**config.mk**
```make
export PLATFORM = sky130hd
export DESIGN_NAME = txeq_hold
export DESIGN_NICKNAME = d
export VERILOG_FILES = /design/src/rtl/txeq_pkg.sv /design/src/rtl/txeq_hold.sv
export SDC_FILE = /design/constraint.sdc
export NUM_CORES = 1
export LEC_CHECK = 0
export ABC_AREA = 1
export BUFFER_PORTS_ARGS = -buffer_cell sky130_fd_sc_hd__buf_4
export CORE_MARGIN = 2
export CORE_UTILIZATION = 40
export DETAILED_ROUTE_END_ITERATION = 10
export HOLD_SLACK_MARGIN = 0.08
export PLACE_DENSITY_LB_ADDON = 0.08
export SETUP_SLACK_MARGIN = 0.4
export SYNTH_ARGS = -nofsm -noshare
export SYNTH_HDL_FRONTEND = slang
export SYNTH_SLANG_ARGS = --single-unit
```
**constraint.sdc**
```tcl
create_clock -name clk -period 0.9 [get_ports clk]
set_clock_uncertainty 0.15 [all_clocks]
set_input_delay 0.09 -clock clk [delete_from_list [all_inputs] [get_ports clk]]
set_output_delay 0.09 -clock clk [all_outputs]
set_load 0.1 [all_outputs]
```
**src/rtl/txeq_pkg.sv**
```systemverilog
package txeq_pkg;
   localparam int unsigned RULE_N  = 3;
   localparam int unsigned RULE_PRE = 0;
   localparam int unsigned RULE_SUM = 1;
   localparam int unsigned RULE_EYE = 2;
   localparam int unsigned CURSOR_N = 3;
   typedef logic [RULE_N-1:0] rule_vec_t;
endpackage

```
**src/rtl/txeq_hold.sv**
```systemverilog
module txeq_hold #(
   parameter int unsigned           WORD_W   = 18,
   parameter logic [WORD_W-1:0]     RST_WORD = '0
) (
   input  logic                clk,
   input  logic                rst_n,
   input  logic                req_valid,
   input  logic [WORD_W-1:0]   req_word,
   input  txeq_pkg::rule_vec_t fail,
   output logic                chk_valid,
   output logic                chk_legal,
   output txeq_pkg::rule_vec_t chk_fail,
   output logic [WORD_W-1:0]   appl_word
);
   logic pass;
   assign pass = ~|fail;

   always_ff @(posedge clk) begin
      if (!rst_n) begin
         chk_valid <= 1'b0;
         chk_legal <= 1'b0;
         chk_fail  <= '0;
         appl_word <= RST_WORD;
      end else begin
         chk_valid <= req_valid;
         if (req_valid) begin
            chk_legal <= pass;
            chk_fail  <= fail;
            if (pass) appl_word <= req_word;
         end
      end
   end

   assert_verdict_next_R6: assert property (@(posedge clk) disable iff (!rst_n)
      req_valid |=> chk_valid);
   assert_idle_quiet_R10: assert property (@(posedge clk) disable iff (!rst_n)
      !req_valid |=> !chk_valid && $stable(appl_word) && $stable(chk_fail));
   assert_legal_capture_R7: assert property (@(posedge clk) disable iff (!rst_n)
      chk_valid && chk_legal |-> appl_word == $past(req_word));
   assert_reject_hold_R8: assert property (@(posedge clk) disable iff (!rst_n)
      chk_valid && !chk_legal |-> $stable(appl_word));
   assert_fail_flag_R6: assert property (@(posedge clk) disable iff (!rst_n)
      chk_valid |-> (chk_legal != (|chk_fail)));
endmodule

```
# ---- Word-level counts from Yosys, hierarchy flattened
# Index checks and enable logic that the tools add are counted.
dict set report totals {
  register_bits 23
  output_inout_bits 23
}
dict set report classes {
  bitwise 1
  reduce_logical 3
}
# cell count
set ops {}
lappend ops {{$reduce_or 3->1} 1}
lappend ops {{$reduce_and 2->1} 1}
lappend ops {{$logic_not 1->1} 1}
lappend ops {{$not 1->1} 1}

# ---- Depth between registers and ports, before layout
dict set report depth {
  word_depth 3
  mapped_depth 6
  ltp_nobuf 5
}

# ---- Least setup slack after synthesis
# Ideal clock, no wire load.
dict set report synth_timing {
  path_type {reg2reg}
  from {register, netlist name chk_legal}
  to {register chk_legal}
  setup_ns 0.067
  arrival_ns 1.226
  slack_ns -0.543
  path_stages_with_launch 3
  synth_period_minus_slack_ns 1.443
  path_cell_list {dfxtp_1 nand2_1 a21oi_2}
}
# item line
set synth_lines {}
lappend synth_lines {{end signal, assigned} txeq_hold.sv:27} ;# chk_legal <= pass;
lappend synth_lines {{end, declared} txeq_hold.sv:11} ;# output logic chk_legal,

# ---- Worst setup path after layout
dict set report layout_timing {
  from {register appl_word[2]}
  to {output appl_word[2]}
}
# item line
set layout_lines {}
lappend layout_lines {{start, declared} txeq_hold.sv:13} ;# output logic [WORD_W-1:0] appl_word
lappend layout_lines {{start signal, assigned} txeq_hold.sv:29} ;# if (pass) appl_word <= req_word;
# No word-level cell between the ends.

==> results.toml <==
[clock_network]
cts_buffers = 3
cts.sinks = 23
clk_latency_ns = 0.31
clkTransAtPathRegs_ns = 0.12
htree_num_levels = 1
cts_buffer_depth = 2
cts_root_buf = "clkbuf_4"
cts_tree = "built"

[critical_path]
crit_fanout = 2
path_class = "reg2out"
cp_slowest_cell = "dfxtp_4"
worst_path_largest_cell_delay_ns = 0.39
r2r-start = "appl_word[0]$_SDFFE_PN0P_"
r2r_end = "appl_word[0]$_SDFFE_PN0P_"
reg2regPathDepth = 4
path_buf_inv = 1
cpLargestDelayFamily = "flip-flops"
cp.required_ns = 0.66
endpoint_kind = "output pin"
crit_arrival_ns = 0.87
r2r_setup_slack_ns = -0.09
start_kind = "flop"
path_cells = "buf_12"

[worst_hold_path]
min_path_type = "in2reg"
whs_endpoint = "chk_fail[0]$_SDFFE_PN0P_"
hp-start = "fail[0]"
hold_depth = 3

[route]
drt_first_iter_violations = 5
routed_wl_mm = 3.08
vias = 1118
drtPass1Iterations = 4
routedWlPerCell_um = 12.9
viasPerCell = 4.70
drc = 0
postRouteAntennaNets = 0

[global_routing]
grt_max_degree = 25
grt_first_pass_wirelength_mm = 4.24
grt_pass1_vias = 1019
grt_use_total_pct = 20.2
antenna_found_initial = 0
grt-ovfl-total = 0

[yosys]
synthCells = 139
synth_area_leaders = "dfxtp_1 (46%), a21oi_1 (9.1%), nand3_1 (9.1%)"
ys_types = 14
synth_top_area_share_pct = 46.3
syn_nets = 163
syn_area_um2 = 993
syn_area_per_cell_um2 = 7.15
ys_ff_latch = 23
yosysTopAreaCell = "dfxtp_1"
yosysWarnings = 0
seq_area_frac_synth_pct = 46.3

[timing]
fin_hold_ws_ns = -0.106
grt_setup_unrepaired = "yes"
min_period_over_period_pct = 124
maxSlewHeadroom_pct = 86.5
setup_ws_ns = -0.212
setup_viol = 29
worst_slew_pin_slew_ns = 0.202
clock.fmax_ghz = 0.899
fin_crit_ns = 1.11
hold_viol = 22
slew_violations = 0

[placement]
place_inst = 214
gp_congestion = 0.630
place_ws_ns = -0.134
dpl.hpwl_mm = 1.73
io_buffers = 46

[die]
start_util_pct = 41.2
design.core.area_um2 = 2410
dieArea_um2 = 2900
die_h_um = 53.8
io_pins = 47
die_w_um = 53.8
rows = 18

[pwr]
vdd_drop_max_mv = 1.22
pwr-share-clk_pct = 19.7
pwr-share-seq_pct = 44.3
p_sw_mw = 0.846
p_int_mw = 1.56
p_leak_nw = 0.977
power_density_nw_per_um2 = 1140
pwr-share-comb_pct = 36.0
swShare_pct = 35.1

[final_layout]
stdcell_count = 238
final_cell_mix = "buf_4 (29), buf_12 (27), nor2_1 (23), dfxtp_4 (23), inv_1 (20)"
drive_gt1_share_pct = 59.6
nets = 233
layout_commonest_cell = "buf_4"
fillers = 110
final_core_util_pct = 87.9
diodes = 0
syn_to_final_growth_pct = 113

[job]
drv_cap = 0

[status]
status = "finished with violations"
violations = "negative hold slack, negative setup slack"
## cells in the mapped netlist
cell	instances
a21oi_1	18
a21oi_2	1
buf_2	5
buf_6	3
clkbuf_1	1
dfxtp_1	23
inv_1	20
inv_2	1
nand2_1	21
nand3_1	18
nor2_1	23
nor2_4	2
nor3_1	1
o21ai_0	2
## worst max-delay path by stage
stage	slack (ns)	cells past startpoint	startpoint	endpoint
2_1_floorplan	-0.02	2	chk_legal$_SDFFE_PN0P_	chk_legal$_SDFFE_PN0P_
3_3_place_gp	-0.10	6	fail[0]	appl_word[9]$_SDFFE_PN0P_
3_5_place_dp	-0.13	6	fail[0]	appl_word[12]$_SDFFE_PN0P_
4_1_cts	-0.22	1	appl_word[6]$_SDFFE_PN0P_	appl_word[6]
5_1_grt	-0.25	1	chk_legal$_SDFFE_PN0P_	chk_legal
6_report	-0.21	1	appl_word[2]$_SDFFE_PN0P_	appl_word[2]
## power by group through the flow
| stage | sequential (mW) | combinational (mW) | clock, mW |
|---|---|---|---|
| finish | 1.07 | 0.867 | 0.475 |
| global route | 1.07 | 0.906 | 0.539 |
| CTS | 1.07 | 0.827 | 0.501 |
| detailed placement | 1.07 | 0.680 | 0 |
| global placement | 1.06 | 0.670 | 0 |
| floorplan | 1.36 | 0.187 | 0 |
## logic make-up after synthesis
kind of cell           Yosys count  share of synthesized area, %
AOI/OAI and AO/OA               21                          11.0
buffers and inverters           30                          14.2
DFF                             23                          46.3
and+or+nand+nor                 65                          28.5
## metrics by stage
stage          setup TNS (ns)  instance area [µm²]  power, mW
4_1_cts                 -4.87                 2010       2.39
6_report                -4.99                 2120       2.41
2_1_floorplan         -0.0392                 1150       1.55
3_3_place_gp            -1.58                 1550       1.73
5_1_grt                 -5.91                 2120       2.52
3_5_place_dp            -1.93                 1550       1.75
## sequential cells by signal, summed over array words and instances (netlist names)
name	flops
appl_word	18
chk_fail	3
chk_valid	1
chk_legal	1
## timing repair
action / in CTS / in global routing
endpoints found under the hold margin: 23 / 23
endpoints found under the setup margin: 45 / 45
pin swaps: 8 / 13
gates resized for setup: 85 / 11
buffers inserted: 11 / 9
## per-layer routing
| layer | routed length [µm] | global-route usage (%) | vias up |
|---|---|---|---|
| met5 | 0 | 0 | - |
| met4 | 46 | 9.83 | 0 |
| met3 | 119 | 3.61 | 4 |
| met2 | 1700 | 38.4 | 30 |
| met1 | 1210 | 20.9 | 515 |
| li1 | - | - | 569 |
## final cells by class
cell class	count	area [µm²]	area share, %
Sequential cell	23	547	25.8
Clock buffer	4	26.3	1.24
Multi-Input combinational cell	86	464	21.9
Timing Repair Buffer	74	961	45.4
Inverter	21	81.3	3.84
Tap cell	30	37.5	1.77
(Power assumes the default switching activity.)
